[src/rtl/i2s_tx_pkg.sv]
package i2s_tx_pkg;

    localparam int unsigned DEF_SAMPLE_W       = 16;
    localparam int unsigned DEF_MCLK_PER_FRAME = 256;

    // Level of the word-select line; it also names the channel being sent.
    typedef enum logic {
        CH_LEFT  = 1'b0,
        CH_RIGHT = 1'b1
    } chan_e;

    // Word-select level during a bit slot. It leads the data by one slot,
    // so it turns over in the slot that carries the previous word's LSB.
    function automatic chan_e ws_for_slot(input int unsigned slot, input int unsigned sw);
        return (((slot + 1) % (2 * sw)) >= sw) ? CH_RIGHT : CH_LEFT;
    endfunction

endpackage

[src/rtl/i2s_tx_timing.sv]
module i2s_tx_timing
    import i2s_tx_pkg::*;
#(
    parameter int unsigned SAMPLE_W       = DEF_SAMPLE_W,
    parameter int unsigned MCLK_PER_FRAME = DEF_MCLK_PER_FRAME
) (
    input  logic clk_i,
    input  logic rst_i,
    output logic sck_o,
    output logic ws_o,
    output logic fall_o,
    output logic frame_end_o
);
    localparam int unsigned FRAME_BITS = 2 * SAMPLE_W;
    localparam int unsigned DIV        = MCLK_PER_FRAME / FRAME_BITS;
    localparam int unsigned HALF       = DIV / 2;
    localparam int unsigned DW         = (DIV > 1) ? $clog2(DIV) : 1;
    localparam int unsigned SLW        = $clog2(FRAME_BITS);

    logic [DW-1:0]  div_q;
    logic [SLW-1:0] slot_q;
    logic [SLW-1:0] slot_nx;
    logic           sck_q;
    chan_e          ws_q;
    logic           div_last;

    assign div_last = (div_q == DW'(DIV - 1));
    assign slot_nx  = (slot_q == SLW'(FRAME_BITS - 1)) ? '0 : slot_q + 1'b1;

    always_ff @(posedge clk_i) begin
        if (rst_i) begin
            div_q  <= '0;
            slot_q <= '0;
            sck_q  <= 1'b0;
            ws_q   <= CH_LEFT;
        end else begin
            div_q <= div_last ? '0 : div_q + 1'b1;
            if (div_q == DW'(HALF - 1)) begin
                sck_q <= 1'b1;
            end
            if (div_last) begin
                sck_q  <= 1'b0;
                slot_q <= slot_nx;
                ws_q   <= ws_for_slot(int'(slot_nx), SAMPLE_W);
            end
        end
    end

    assign sck_o       = sck_q;
    assign ws_o        = ws_q;
    assign fall_o      = div_last;
    assign frame_end_o = div_last && (slot_q == SLW'(FRAME_BITS - 1));

    AST_WS_ON_FALL: assert property (@(posedge clk_i) disable iff (rst_i)
        !$stable(ws_q) |-> $fell(sck_q));
    AST_SCK_RISE_MID: assert property (@(posedge clk_i) disable iff (rst_i)
        $rose(sck_q) |-> (div_q == DW'(HALF)));

endmodule

[src/rtl/i2s_tx_shifter.sv]
module i2s_tx_shifter
    import i2s_tx_pkg::*;
#(
    parameter int unsigned SAMPLE_W = DEF_SAMPLE_W
) (
    input  logic                clk_i,
    input  logic                rst_i,
    input  logic                shift_i,
    input  logic                load_i,
    input  logic                take_i,
    input  logic [SAMPLE_W-1:0] left_i,
    input  logic [SAMPLE_W-1:0] right_i,
    output logic                sd_o
);
    localparam int unsigned FW = 2 * SAMPLE_W;

    logic [FW-1:0] sh_q;

    always_ff @(posedge clk_i) begin
        if (rst_i) begin
            sh_q <= '0;
        end else if (shift_i) begin
            if (load_i) begin
                sh_q <= take_i ? {left_i, right_i} : '0;
            end else begin
                sh_q <= {sh_q[FW-2:0], 1'b0};
            end
        end
    end

    assign sd_o = sh_q[FW-1];

    AST_IDLE_ZERO: assert property (@(posedge clk_i) disable iff (rst_i)
        (shift_i && load_i && !take_i) |=> !sd_o);
    AST_LOAD_MSB: assert property (@(posedge clk_i) disable iff (rst_i)
        (shift_i && load_i && take_i) |=> (sd_o == $past(left_i[SAMPLE_W-1])));

endmodule

[src/rtl/i2s_tx_master.sv]
module i2s_tx_master
    import i2s_tx_pkg::*;
#(
    parameter int unsigned SAMPLE_W       = DEF_SAMPLE_W,
    parameter int unsigned MCLK_PER_FRAME = DEF_MCLK_PER_FRAME
) (
    input  logic                       clk_i,
    input  logic                       rst_i,
    input  logic                       valid_i,
    input  logic signed [SAMPLE_W-1:0] left_i,
    input  logic signed [SAMPLE_W-1:0] right_i,
    output logic                       ready_o,
    output logic                       sck_o,
    output logic                       ws_o,
    output logic                       sd_o
);
    logic fall;
    logic frame_end;

    i2s_tx_timing #(
        .SAMPLE_W       (SAMPLE_W),
        .MCLK_PER_FRAME (MCLK_PER_FRAME)
    ) u_timing (
        .clk_i       (clk_i),
        .rst_i       (rst_i),
        .sck_o       (sck_o),
        .ws_o        (ws_o),
        .fall_o      (fall),
        .frame_end_o (frame_end)
    );

    i2s_tx_shifter #(
        .SAMPLE_W (SAMPLE_W)
    ) u_shifter (
        .clk_i   (clk_i),
        .rst_i   (rst_i),
        .shift_i (fall),
        .load_i  (frame_end),
        .take_i  (valid_i),
        .left_i  (left_i),
        .right_i (right_i),
        .sd_o    (sd_o)
    );

    assign ready_o = frame_end;

    AST_SD_ON_FALL: assert property (@(posedge clk_i) disable iff (rst_i)
        !$stable(sd_o) |-> $fell(sck_o));
    AST_READY_PHASE: assert property (@(posedge clk_i) disable iff (rst_i)
        ready_o |-> (sck_o && !ws_o));
    AST_READY_THEN_LEFT: assert property (@(posedge clk_i) disable iff (rst_i)
        ready_o |=> ($fell(sck_o) && !ws_o && !ready_o));

endmodule

[config.mk]
export PLATFORM = sky130hd
export DESIGN_NAME = i2s_tx_master
export DESIGN_NICKNAME = d
export VERILOG_FILES = /design/src/rtl/i2s_tx_pkg.sv /design/src/rtl/i2s_tx_timing.sv /design/src/rtl/i2s_tx_shifter.sv /design/src/rtl/i2s_tx_master.sv
export SDC_FILE = /design/constraint.sdc
export NUM_CORES = 1
export LEC_CHECK = 0
export BUFFER_PORTS_ARGS = -buffer_cell sky130_fd_sc_hd__buf_2
export CORE_ASPECT_RATIO = 0.8
export CORE_UTILIZATION = 40
export CTS_CLUSTER_DIAMETER = 100
export DETAILED_ROUTE_END_ITERATION = 16
export PLACE_DENSITY = 0.71
export RECOVER_POWER = 25
export SLEW_MARGIN = 15
export SYNTH_ARGS = -nofsm -noshare
export SYNTH_HDL_FRONTEND = slang
export SYNTH_SLANG_ARGS = --single-unit
export TNS_END_PERCENT = 30
[constraint.sdc]
create_clock -name clk_i -period 2.27 [get_ports clk_i]
set_clock_uncertainty 0.2 [all_clocks]
set_input_delay 0.454 -clock clk_i [delete_from_list [all_inputs] [get_ports clk_i]]
set_output_delay 0.454 -clock clk_i [all_outputs]
set_load 0.05 [all_outputs]
==> summary.md, run 1 <==
| Metric | Value |
|---|---|
| Fmax | `455 MHz` |
| DRT iter0 DRCs | `105` |
| Post-route setup slack | `70.0 ps` |
| Crit path arrival time | `1550 ps` |
| Vias in the first global route | `1500` |
| Area growth syn-to-layout | `20.0%` |
| DRC viols | `0` |
| Most frequent cells in the layout | `nand2_1, dfxtp_1, nor2_1` |
| Clock Path Buffers | `2` |
| Tot Pwr | `1.39 mW` |
| Area of the die | `4990 µm²` |
| Clock slew at reported path FFs | `80 ps` |
| GRT Util Overall | `0.171` |
| Initial antenna violation count | `0` |
| Largest net degree at the start of global routing | `41` |
| Final setup viols | `0` |
| Initial Utilization | `0.432` |
| Leakage | `0.840 nW` |
| CTS tree | `yes` |
| Synth Register Bits | `42` |
| Clock root buffer | `clkbuf_8` |
| Register area | `842 µm²` |
| Post-DRT Antenna Nets | `0` |
| Total CTS buffers | `5` |
| Via Count | `1708` |
| Row cnt | `21` |
| Status | `finished clean` |
| Final Net Count | `321` |
| CTS H-tree lvls | `2` |
| Cell taking the most area after synthesis | `dfxtp_1` |
| Total routed wirelength | `3900 µm` |
| Worst slew margin | `0.562` |
| I/O pin count | `39` |
| Synth top area cells | `dfxtp_1, nand2_1, nor2_1` |
| Wire per inst | `11.5 µm` |
| # hold bufs at CTS | `0` |
| Worst hold endpoint | `u_shifter.sh_q[19]` |
| Seq/Total Area, Yosys | `0.446` |
| Tcrit/Tclk final | `0.969` |
| Crit-path cells | `ha_2 -> and3_2 -> ha_4 -> and2_2 -> buf_6` |
| Max-slew violations | `0` |
| GPL Wtd Cong | `0.762` |
| EDFF count, synth | `0` |
| Post-synthesis xor/xnor area fraction | `0.00929` |
| Clk_lat worst skew | `290 ps` |
| Max-Cap Viols | `0` |
| Port Buffer Count | `38` |
| Fin crit period | `2200 ps` |
| Synth Area in Simple Gates | `0.271` |
| Yosys warning count | `0` |
| Fraction of synthesized area in multiplexers | `0` |
| Power density over the cells | `613 nW/µm²` |
| Synth Instances | `246` |
| Post-layout util | `0.519` |
| Adder-Cell Fraction of Synth Area | `0.0398` |
| Largest family of logic cells by synthesized area | `simple AND/OR/NAND/NOR gates` |
| Final TNS setup | `0 ps` |
| Hold path cells | `3` |
| Die width | `78.8 µm` |
| Asr flop ratio synth | `0` |
| Worst reg-to-reg path cell count | `6` |
| Yosys cell types | `27` |
| Inserted Diodes | `0` |
| Compound-Gate Fraction of Synth Area | `0.187` |
| Worst endpoint required time | `1620 ps` |
| CTS sink cnt | `42` |
| HP Class | `in2reg` |
| Average cell area after synthesis | `7.66 µm²` |
| DP Worst Slack | `22.0 ps` |
| Startpoint types | `flip-flop` |
| Post-DP HPWL | `2510 µm` |
| Max incr delay on CP | `330 ps` |
| Most common cell after layout, fill and taps aside | `nand2_1` |
| Share of cells above drive strength 1 | `0.214` |
| Multi-input gate area | `977 µm²` |
| Chip height | `63.4 µm` |
| Share of the synthesized area in the top cell type | `0.446` |
| Synth Net Count | `287` |
| Layout fillers | `454` |
| Max Fanout on Critical Path | `5` |
| Slowest-stage cell, CP | `dfxtp_2` |
| CP Class | `reg2out` |
| Actual slew at the worst max-slew pin | `657 ps` |
| DR pass1 iterations | `4` |
| DR vias/cell | `5.05` |
| Maximum VDD drop | `0.320 mV` |
| Worst Setup End Kind | `output pin` |
| RR Endpoint | `u_shifter.sh_q[0]` |
| RSZ-0062 raised after global routing | `no` |
| Core box area | `4360 µm²` |
| Beginning of the worst hold path | `left_i[3]` |
| Setup slack, reg-to-reg | `240 ps` |
| Finished Cell Area | `2260 µm²` |
| Top FF cell, synth | `dfxtp_1` |
| Area after DPL | `2130 µm²` |
| Final hold vios | `0` |
| Mapped Area | `1890 µm²` |
| First-pass GRT wire length | `6690 µm` |
| Total grt overflow | `0` |
| Worst r2r src | `u_timing.slot_q[1]` |
==> critical path, delay by kind of cell, from the launching register on <==
family	cells	cell delay, ps
and+or+nand+nor	2	420
adders and majority gates	2	360
DFF	1	330
buffers and inverters	1	150
==> power by group <==
group          switching (mW)  internal (mW)  total (mW)
registers             0.00353          0.744       0.747
clock network           0.245          0.329       0.574
logic                  0.0355         0.0307      0.0661
total                   0.284           1.10        1.39
==> sequential cells by signal (all words and copies together), names as in the netlist <==
name	cells
u_shifter.sh_q	32
u_timing.div_q	3
u_timing.sck_o	1
u_timing.slot_q	5
u_timing.ws_o	1
==> cell families (layout without fill, tap and decap cells) <==
family	Yosys count	count (layout)
xor+xnor	2	2
fa+ha+maj	6	6
simple gates	114	114
buf+inv	23	58
flops	42	42
compound gates	59	59
==> routing by layer <==
metal | GRT usage | wire, µm | vias to the layer above
met2 | 0.248 | 1640 | 38
met4 | 0.0694 | 46 | 0
li1 | - | - | 904
met3 | 0.0464 | 177 | 5
met1 | 0.237 | 2040 | 761
met5 | 0 | 0 | -
==> synthesized netlist by cell type (2+ instances only) <==
cell type	instances
nand2_1	43
dfxtp_1	42
nor2_1	35
a21oi_1	23
o21ai_0	20
clkbuf_1	18
a311oi_1	13
nand2b_1	12
nand3_1	12
ha_1	6
nor3_1	3
and2_1	2
inv_1	2
xor2_1	2
==> per-stage QoR <==
| step | hold slack, ps | cells |
|---|---|---|
| floorplan | 204 | 246 |
| global placement | 219 | 329 |
| detailed placement | 218 | 329 |
| CTS | 144 | 337 |
| global route | 152 | 338 |
| finish | 152 | 338 |
==> how the worst max path moves through the flow <==
stage / start / slack [ps] / endpoint / cells past startpoint
2_1_floorplan: u_timing.slot_q[0] / 50 / u_shifter.sh_q[0] / 7
3_3_place_gp: u_timing.slot_q[0] / 70 / u_shifter.sh_q[0] / 6
3_5_place_dp: u_timing.slot_q[1] / 20 / u_shifter.sh_q[0] / 6
4_1_cts: u_timing.slot_q[0] / 30 / ready_o / 5
5_1_grt: u_timing.slot_q[1] / 9 / ready_o / 5
6_report: u_timing.slot_q[1] / 70 / ready_o / 5
==> area by class of cell <==
type | instances | share of cell area
sequential | 42 | 0.372
tap | 57 | 0.0315
clock inverter | 1 | 0.0133
timing repair buffer | 47 | 0.113
multi-input combinational | 181 | 0.432
clock buffer | 7 | 0.0337
inverter | 3 | 0.00498
==> what timing repair did <==
action                                  CTS  global route
resized for setup                         5             2
cloned                                    0             0
pin swaps                                 0             1
endpoints found under the setup margin    2             1
buffers inserted                          0             1
Power figures use the tool's default switching activity.
==> run 2, diff against run 1 <==
Settings changed: PLACE_DENSITY 0.71 to 0.63.
==> summary.md, run 2 (same netlist as run 1, synthesis figures left out) <==
| Metric | Value |
|---|---|
| DRC viols | `0` |
| Power density over the cells | `580 nW/µm²` |
| Max incr delay on CP | `320 ps` |
| Crit-path leading delay family | `simple AND/OR/NAND/NOR gates` |
| Worst path buffer plus inverter count | `1` |
| Tcrit/Tclk final | `0.971` |
| # hold bufs at CTS | `0` |
| Total CTS buffers | `5` |
| Clk_lat worst skew | `290 ps` |
| Wire per inst | `11.7 µm` |
| Vias in the first global route | `1559` |
| Post-DRT Antenna Nets | `0` |
| Clock root buffer | `clkbuf_8` |
| Sequential group share of total power | `0.576` |
| Max-slew violations | `0` |
| GPL Wtd Cong | `0.727` |
| Inserted Diodes | `0` |
| Area of the die | `4990 µm²` |
| Maximum VDD drop | `0.271 mV` |
| Port Buffer Count | `38` |
| Crit-path cells | `ha_2 -> and3_2 -> ha_2 -> and2_2 -> buf_8` |
| Final hold vios | `0` |
| Most common cell after layout, fill and taps aside | `nand2_1` |
| Chip height | `63.4 µm` |
| Max-Cap Viols | `0` |
| First-pass GRT wire length | `6940 µm` |
| HP Class | `in2reg` |
| Clock Path Buffers | `2` |
| Setup slack, reg-to-reg | `250 ps` |
| Post-DP HPWL | `2450 µm` |
| DRT iter0 DRCs | `68` |
| Power share of the combinational group | `0.051` |
| Startpoint types | `flip-flop` |
| Slowest-stage cell, CP | `dfxtp_1` |
| Most frequent cells in the layout | `nand2_1, dfxtp_1, nor2_1` |
| Area growth syn-to-layout | `18.8%` |
| Fin crit period | `2200 ps` |
| Multi-input gate area | `965 µm²` |
| Actual slew at the worst max-slew pin | `595 ps` |
| RSZ-0062 raised after global routing | `no` |
| Die width | `78.8 µm` |
| CTS H-tree lvls | `2` |
| Initial antenna violation count | `0` |
| DR vias/cell | `4.97` |
| Core box area | `4360 µm²` |
| CTS sink cnt | `42` |
| Top cell by count, worst path | `ha_2` |
| Final TNS setup | `0 ps` |
| Layout fillers | `462` |
| CTS tree | `yes` |
| Share of cells above drive strength 1 | `0.206` |
| Total routed wirelength | `3950 µm` |
| GRT Util Overall | `0.178` |
| Final Net Count | `321` |
| Via Count | `1681` |
| DP Worst Slack | `41.8 ps` |
| Worst slew margin | `0.605` |
| CP Class | `reg2out` |
| Final setup viols | `0` |
| Number of flip-flops in the largest register | `32` |
| Switching Share | `0.215` |
| Worst endpoint required time | `1620 ps` |
| Fmax | `454 MHz` |
| Initial Utilization | `0.432` |
| P_sw | `0.279 mW` |
| Largest net degree at the start of global routing | `41` |
| Leakage | `0.836 nW` |
| Largest Register | `u_shifter.sh_q` |
| Total grt overflow | `0` |
| P_int | `1.02 mW` |
| DR pass1 iterations | `4` |
| Register area | `841 µm²` |
| Max Fanout on Critical Path | `4` |
| Post-route setup slack | `65.8 ps` |
| Worst Setup End Kind | `output pin` |
| I/O pin count | `39` |
| Regs by FF count | `u_shifter.sh_q: 32 flops, u_timing.slot_q: 5 flops, u_timing.div_q: 3 flops` |
| Crit path arrival time | `1550 ps` |
| Row cnt | `21` |
| Clock slew at reported path FFs | `80 ps` |
| Clock share of power | `0.374` |
| Status | `finished clean` |
run 2: cell types whose count changed in the layout (fill, tap and decap cells not counted), sizes merged:
cell / change
buf: +1
clkinv: +1
bufinv: -1
clkbuf: -1
run 2: worst paths after layout:
path                           start           endpoint  cells past startpoint
hold / removal            right_i[4]  u_shifter.sh_q[4]                      3
hold reg to reg    u_timing.div_q[0]  u_timing.div_q[0]                      1
setup reg to reg  u_timing.slot_q[0]  u_shifter.sh_q[0]                      6
setup / recovery  u_timing.slot_q[0]            ready_o                      5
run 2: per-stage QoR:
step / std cells / power [mW] / utilization / hold WS, ps / area, µm²
after global placement: 329 / 0.832 / 0.489 / 222 / 2130
after CTS: 337 / 1.32 / 0.513 / 147 / 2240
after global routing: 338 / 1.36 / 0.513 / 156 / 2240
after detailed placement: 329 / 0.832 / 0.489 / 232 / 2130
final: 338 / 1.30 / 0.513 / 154 / 2240
after floorplan: 246 / 0.792 / - / 204 / 1890
run 2: cell type report:
| class | count | share of cell area |
|---|---|---|
| multi-input cells | 181 | 0.431 |
| repair buffers | 47 | 0.116 |
| clock inverters | 1 | 0.00223 |
| clock buffers | 7 | 0.0385 |
| flip-flops and latches | 42 | 0.375 |
| well taps | 57 | 0.0318 |
| inverters | 3 | 0.00503 |
run 2: worst reg2reg max path, stage by stage, from the launching register on:
cell and delay (ps):
dfxtp_1 320, ha_2 180, and3_2 210, ha_2 180, and2_2 210, and3b_2 330, a22o_1 280
run 2: repair_timing:
| item | CTS | global route |
|---|---|---|
| setup buffers | 0 | 1 |
| gates resized for setup | 5 | 1 |
| setup endpoints to repair | 5 | 1 |
| pin swaps | 0 | 0 |
run 2: metal layers:
layer  vias to the layer above  global-route usage  routed length (µm)
li1                        903                   -                   -
met1                       735               0.228                2020
met2                        38               0.284                1660
met3                         5              0.0522                 225
met4                         0              0.0625                  44
met5                         -                   0                   0
run 2: power groups by stage:
stage	sequential (mW)	combinational [mW]	clock, mW
6_report	0.747	0.0659	0.485
5_1_grt	0.748	0.0734	0.535
4_1_cts	0.747	0.0674	0.508
3_5_place_dp	0.765	0.0673	0
3_3_place_gp	0.764	0.0675	0
2_1_floorplan	0.768	0.0241	0
